<file path="src/rtl/chl_pkg.sv">
// Shared constants for the channel lock bank.
// Assumes 32-bit command words and a 6-bit owner field in the status word.
package chl_pkg;
    localparam int unsigned WORD_W  = 32;
    localparam int unsigned OWNER_W = 6;
    localparam logic [3:0]  LOCK_OPC = 4'd14;
    localparam int unsigned REL_BIT = 24;
endpackage

</file>
<file path="src/rtl/chl_decode.sv">
// Decodes one channel's command word into acquire/release strobes and a lock index.
// Assumes the word is only meaningful while valid is high.
module chl_decode #(
    parameter int IDX_W = 5
) (
    input  logic [chl_pkg::WORD_W-1:0] word,
    input  logic                       valid,
    output logic                       acq,
    output logic                       rel,
    output logic [IDX_W-1:0]           idx
);
    import chl_pkg::*;

    logic is_lock;
    logic unused_bits;

    // Recognise the lock opcode and split it by the release bit.
    always_comb begin
        is_lock = valid && (word[31:28] == LOCK_OPC);
        acq     = is_lock && !word[REL_BIT];
        rel     = is_lock &&  word[REL_BIT];
        idx     = word[IDX_W-1:0];
    end

    assign unused_bits = ^{word[27:25], word[23:IDX_W]};
endmodule

</file>
<file path="src/rtl/chl_arbiter.sv">
// Fixed-priority pick of the lowest-numbered requester for one lock.
// Assumes requests are already limited to a lock that is currently free.
module chl_arbiter #(
    parameter int NUM_CH = 4
) (
    input  logic [NUM_CH-1:0] req,
    output logic [NUM_CH-1:0] win
);
    // Isolate the lowest set request bit.
    always_comb begin
        win = req & (~req + NUM_CH'(1));
    end

    // Guard the winner vector against overlap or a winner that did not ask.
    always_comb begin

        win_onehot_chk: assert ($onehot0(win));

        win_subset_chk: assert ((win & ~req) == '0);
    end
endmodule

</file>
<file path="src/rtl/chl_lock_slot.sv">
// Ownership state for a single lock: locked flag and owner channel number.
// Assumes grant is one-hot or zero and only arrives while the lock is free.
module chl_lock_slot #(
    parameter int NUM_CH  = 4,
    parameter int OWNER_W = 6
) (
    input  logic               clk,
    input  logic               rst_n,
    input  logic [NUM_CH-1:0]  grant,
    input  logic               rel_hit,
    input  logic               sw_clr,
    output logic               locked,
    output logic [OWNER_W-1:0] owner
);
    logic [OWNER_W-1:0] gid;

    // Turn the one-hot grant into a channel number.
    always_comb begin
        gid = '0;
        for (int c = 0; c < NUM_CH; c++) begin
            if (grant[c]) gid = OWNER_W'(c);
        end
    end

    // Update ownership; a grant takes precedence over any clear.
    always_ff @(posedge clk) begin
        if (!rst_n) begin
            locked <= 1'b0;
            owner  <= '0;
        end else if (|grant) begin
            locked <= 1'b1;
            owner  <= gid;
        end else if (rel_hit || sw_clr) begin
            locked <= 1'b0;
            owner  <= '0;
        end
    end


    grant_when_free_chk: assert property (@(posedge clk) disable iff (!rst_n)
        (|grant) |-> !locked);

    free_owner_zero_chk: assert property (@(posedge clk) disable iff (!rst_n)
        !locked |-> (owner == '0));

    held_stays_chk: assert property (@(posedge clk) disable iff (!rst_n)
        (locked && !rel_hit && !sw_clr) |=> (locked && $stable(owner)));
endmodule

</file>
<file path="src/rtl/chl_lock_bank.sv">
// Bank of NUM_LOCKS hardware mutexes shared by NUM_CH command channels.
// Lock commands arrive in the channels' command streams; a blocked acquire
// stalls its channel. A register port reads status and force-frees locks.
// Assumes NUM_CH <= 64 so channel numbers fit the 6-bit owner field.
module chl_lock_bank #(
    parameter  int NUM_CH    = 4,
    parameter  int NUM_LOCKS = 20,
    localparam int IDX_W     = $clog2(NUM_LOCKS)
) (
    input  logic                  clk,
    input  logic                  rst_n,
    input  logic [NUM_CH*32-1:0]  cmd_word,
    input  logic [NUM_CH-1:0]     cmd_valid,
    output logic [NUM_CH-1:0]     cmd_ready,
    input  logic [IDX_W-1:0]      reg_sel,
    input  logic                  reg_rd,
    input  logic                  reg_wr,
    input  logic [31:0]           reg_wdata,
    output logic [31:0]           reg_rdata
);
    import chl_pkg::*;

    logic [NUM_CH-1:0]  acq;
    logic [NUM_CH-1:0]  rel;
    logic [IDX_W-1:0]   idx [NUM_CH];
    logic [NUM_LOCKS-1:0] locked;
    logic [OWNER_W-1:0] owner [NUM_LOCKS];
    logic [NUM_CH-1:0]  blk   [NUM_LOCKS];
    logic [31:0]        stat  [NUM_LOCKS];

    genvar gc, gl;

    generate
        for (gc = 0; gc < NUM_CH; gc++) begin : g_ch
            chl_decode #(.IDX_W(IDX_W)) u_dec (
                .word  (cmd_word[gc*32 +: 32]),
                .valid (cmd_valid[gc]),
                .acq   (acq[gc]),
                .rel   (rel[gc]),
                .idx   (idx[gc])
            );

            stall_needs_valid_chk: assert property (@(posedge clk) disable iff (!rst_n)
                !cmd_ready[gc] |-> cmd_valid[gc]);
        end

        for (gl = 0; gl < NUM_LOCKS; gl++) begin : g_lock
            logic [NUM_CH-1:0] hit;
            logic [NUM_CH-1:0] req;
            logic [NUM_CH-1:0] win;
            logic              rel_hit;
            logic              sw_clr;

            // Sort each channel's request against this lock's state.
            always_comb begin
                rel_hit = 1'b0;
                for (int c = 0; c < NUM_CH; c++) begin
                    hit[c] = acq[c] && (idx[c] == IDX_W'(gl));
                    if (rel[c] && (idx[c] == IDX_W'(gl)) && locked[gl]
                        && (owner[gl] == OWNER_W'(c)))
                        rel_hit = 1'b1;
                end
                req    = locked[gl] ? '0 : hit;
                sw_clr = reg_wr && (reg_sel == IDX_W'(gl)) && (reg_wdata == '0);
            end

            chl_arbiter #(.NUM_CH(NUM_CH)) u_arb (
                .req (req),
                .win (win)
            );

            chl_lock_slot #(.NUM_CH(NUM_CH), .OWNER_W(OWNER_W)) u_slot (
                .clk     (clk),
                .rst_n   (rst_n),
                .grant   (win),
                .rel_hit (rel_hit),
                .sw_clr  (sw_clr),
                .locked  (locked[gl]),
                .owner   (owner[gl])
            );

            // Mark channels whose acquire of this lock cannot complete now.
            always_comb begin
                for (int c = 0; c < NUM_CH; c++) begin
                    blk[gl][c] = hit[c] && (locked[gl] ? (owner[gl] != OWNER_W'(c)) : !win[c]);
                end
                stat[gl] = {{(32-OWNER_W-2){1'b0}}, owner[gl], 1'b0, locked[gl]};
            end
        end
    endgenerate

    // A channel is ready unless some lock blocks its acquire.
    always_comb begin
        cmd_ready = '1;
        for (int l = 0; l < NUM_LOCKS; l++) begin
            cmd_ready = cmd_ready & ~blk[l];
        end
    end

    // Registered status read; out-of-range indices read as zero.
    always_ff @(posedge clk) begin
        if (!rst_n) begin
            reg_rdata <= '0;
        end else if (reg_rd) begin
            reg_rdata <= '0;
            for (int l = 0; l < NUM_LOCKS; l++) begin
                if (reg_sel == IDX_W'(l)) reg_rdata <= stat[l];
            end
        end
    end


    rdata_format_chk: assert property (@(posedge clk) disable iff (!rst_n)
        reg_rd |=> ((reg_rdata[31:8] == '0) && !reg_rdata[1]));
endmodule

</file>
<file path="config.mk">
export PLATFORM = sky130hd
export DESIGN_NAME = chl_lock_bank
export DESIGN_NICKNAME = d
export VERILOG_FILES = /design/src/rtl/chl_pkg.sv /design/src/rtl/chl_decode.sv /design/src/rtl/chl_arbiter.sv /design/src/rtl/chl_lock_slot.sv /design/src/rtl/chl_lock_bank.sv
export SDC_FILE = /design/constraint.sdc
export NUM_CORES = 1
export LEC_CHECK = 0
export CAP_MARGIN = 30
export CORE_UTILIZATION = 35
export CTS_BUF_LIST = sky130_fd_sc_hd__clkbuf_4 sky130_fd_sc_hd__clkbuf_8 sky130_fd_sc_hd__clkbuf_16
export DETAILED_ROUTE_END_ITERATION = 6
export DONT_BUFFER_PORTS = 1
export PLACE_DENSITY_LB_ADDON = 0.1
export RECOVER_POWER = 25
export SLEW_MARGIN = 20
export SYNTH_ARGS = -nofsm -noshare
export SYNTH_HDL_FRONTEND = slang
export SYNTH_SLANG_ARGS = --single-unit
</file>
<file path="constraint.sdc">
create_clock -name clk -period 8.75 [get_ports clk]
set_input_delay 2.1875 -clock clk [delete_from_list [all_inputs] [get_ports clk]]
set_output_delay 2.1875 -clock clk [all_outputs]
set_load 0.02 [all_outputs]
</file>
==> impl_metrics.toml <==
[outcome]
status = "finished, violations left"
violations = "DRC"

[global_route]
grt_pass1_wl_mm = 63.2
antenna_found_initial = 1
grt_use_total_pct = 36.8
grt_pass1_vias = 9136
gr-total-overflow = 0
grt_max_degree = 66

[drt]
post-route-drc-count = 28
first_pass_iters = 7
drt_iter0_drc = 1695
ant_nets = 0
wl_mm = 43.9
dr_total_vias = 10144
routedWlPerCell_um = 31.3
avgViaCountPerCell = 7.25

[die]
dieArea_mm2 = 0.0233
fp.dieH_um = 153
ios = 209
die_w_um = 153
initial_core_util_pct = 36.1
core_area_mm2 = 0.0220
core.rowCount = 54

[clock_network]
clockBufferDepth = 2
post_cts_buffers = 0
htreeDepth = 3
cts-root-buf = "clkbuf_16"
cts_buffers = 9
cts_resized = 0
clkSlewWorstSetupHoldPaths_ns = 0.06
insertion_delay_ns = 0.35
cts_sinks = 63
cts_tree = "built"
holdBufCountCts = 0

[synthesis]
synth-edff-count = 0
synth_compound_area_share_pct = 30.0
ys_warn_count = 0
synth.distinct_cells = 92
synth_ff_type = "dfxtp_1"
netlist_instances = 1171
synth_top_family_by_area = "simple AND/OR/NAND/NOR gates"
syn_area_mm2 = 0.00796
synth_seq_cells = 63
postSynth.asyncResetShare_pct = 0
yosys.area_share.xor_xnor_pct = 0
synthAdderAreaFrac_pct = 0
synthSimpleGateAreaFrac_pct = 43.4
syn_avg_cell_area_um2 = 6.80
muxShareOfSynthArea_pct = 1.75
ys_seq_area_share_pct = 15.8

[worst_setup_path]
r2r_cells = 4
critical_path_class = "in -> out"
crit_fanout = 17
worstPathRequired_ns = 6.56
endpoint_kind = "output port"
cp_common_cell = "nand4_1"
max_stage_delay_ns = 0.77
critPathSlowestCell = "nor3_1"
worstPathCellList = "and2_0 -> clkbuf_1 -> nand4_1 -> a221oi_1 -> a2111oi_0 -> nand4_1 -> nor3_1"
crit_buf_inv = 1
path_delay_family = "simple AND/OR/NAND/NOR gates"
worstSetupStartpointType = "input port"
r2r_setup_slack_ns = 6.60
arrival_ns = 5.51
rr_endpoint = "g_lock[19].u_slot.owner[1]"
timing.rr.start = "g_lock[19].u_slot.owner[1]"

[layout]
final_cell_mix = "nand2_1, nand3_1, nor2_1"
seqCellArea_mm2 = 0.00126
drive_above_1_share_pct = 8.05
stdcell_count = 1400
fin_nets = 1287
final_core_util_pct = 37.9
multi_input_comb_area_mm2 = 0.00612
fillers = 2441
layout_commonest_cell = "nand2_1"
syn_to_final_growth_pct = 5.02

[power_and_ir_drop]
p_per_area_mw_per_mm2 = 95.5
vdd_drop_max_mv = 0.0800
cellLeakagePower_nw = 2.67

[placed_design]
hpwlAfterDp_mm = 33.5
place_inst = 1381
portBuffers = 0
finalWeightedCongestion = 1.04

[timing]
finalHoldViolCount = 0
rsz0062_at_grt = "no"
max_slew.worst_pin.slew_ns = 1.34
drv_slew = 0
clock_skew_ns = 0.00707
setup_violations = 0
slew_headroom_pct = 9.87
finalCriticalPeriod_ns = 7.70
tns_ns = 0
fin_crit_sh_pct = 88.0
max_freq_mhz = 130

[min_path]
hold_depth = 2
min_path_type = "reg -> reg"
worst_hold_path.endpoint = "g_lock[17].u_slot.locked"
min_from = "g_lock[17].u_slot.locked"

[flow_run]
maxCapViolCount = 0
-- kinds of logic after synthesis --
kind of cell / count (synthesis)
AOI/OAI and AO/OA: 330
buffers and inverters: 151
DFF: 63
muxes: 11
other: 1
and+or+nand+nor: 615
-- power breakdown --
part	total, mW	leakage (nW)	internal [mW]	switching, mW
clock	0.394	0.148	0.238	0.156
combinational	0.114	2.01	0.0320	0.0819
sequential	0.291	0.508	0.288	0.00258
total	0.798	2.67	0.558	0.241
-- worst max path at each step --
stage	cells after the start	start	end	slack (ns)
after floorplan	7	cmd_word[3]	cmd_ready[3]	2.43
after global placement	7	cmd_word[30]	cmd_ready[2]	1.34
after detailed placement	7	cmd_word[30]	cmd_ready[2]	1.28
after CTS	7	cmd_word[30]	cmd_ready[2]	1.27
after global routing	7	cmd_word[30]	cmd_ready[2]	1.08
final	7	cmd_word[63]	cmd_ready[2]	1.05
-- Yosys cell counts, types with 17 or more instances --
library cell / n / area [µm²]
nor2_1: 77 / 289
nor3_1: 39 / 195
nand3_1: 84 / 420
or3_1: 19 / 119
nand2b_1: 17 / 106
o21ai_0: 49 / 245
nand2_1: 132 / 495
buf_2: 18 / 90.1
inv_1: 21 / 78.8
a21oi_1: 45 / 225
a31oi_1: 31 / 194
and3_1: 21 / 131
clkbuf_1: 66 / 248
buf_4: 30 / 225
nor4_1: 33 / 206
dfxtp_1: 63 / 1260
o22ai_1: 17 / 106
nand4_1: 59 / 369
-- registers in the layout (all words and copies together) (netlist names) --
register and cells:
g_lock.u_slot.locked 20, g_lock.u_slot.owner 40, reg_rdata 3
-- worst register-to-register path: cells and delay by family (launching register included) --
kind | cells | cell delay (ns)
flops | 1 | 0.59
mux | 1 | 0.35
compound gates | 3 | 1.15
-- metrics by stage --
stage	area (µm²)	total power, mW	hold slack, ns	setup slack, ns
finish	8360	0.798	0.556	1.05
global route	8350	0.820	0.581	1.08
CTS	8350	0.799	0.545	1.27
detailed placement	8050	0.405	0.535	1.28
global placement	8030	0.406	0.524	1.34
floorplan	8060	0.395	0.477	2.43
-- layer usage --
metal | wire length [µm] | vias up | part of all wire (%) | track usage, %
li1 | - | 4422 | - | -
met1 | 17500 | 4796 | 40 | 47.7
met2 | 17800 | 761 | 41 | 53.3
met3 | 5920 | 165 | 13 | 12.4
met4 | 2690 | 0 | 6.1 | 19.7
met5 | 0 | - | 0 | 0
-- final cells by class --
cell class / count / area share [%]
clock inverters: 3 / 0.509
repair buffers: 33 / 2.83
flip-flops and latches: 63 / 15.1
well taps: 280 / 4.19
diodes: 2 / 0.0599
multi-input cells: 985 / 73.2
inverters: 22 / 0.988
clock buffers: 12 / 3.11
Power figures use the tool's default switching activity.
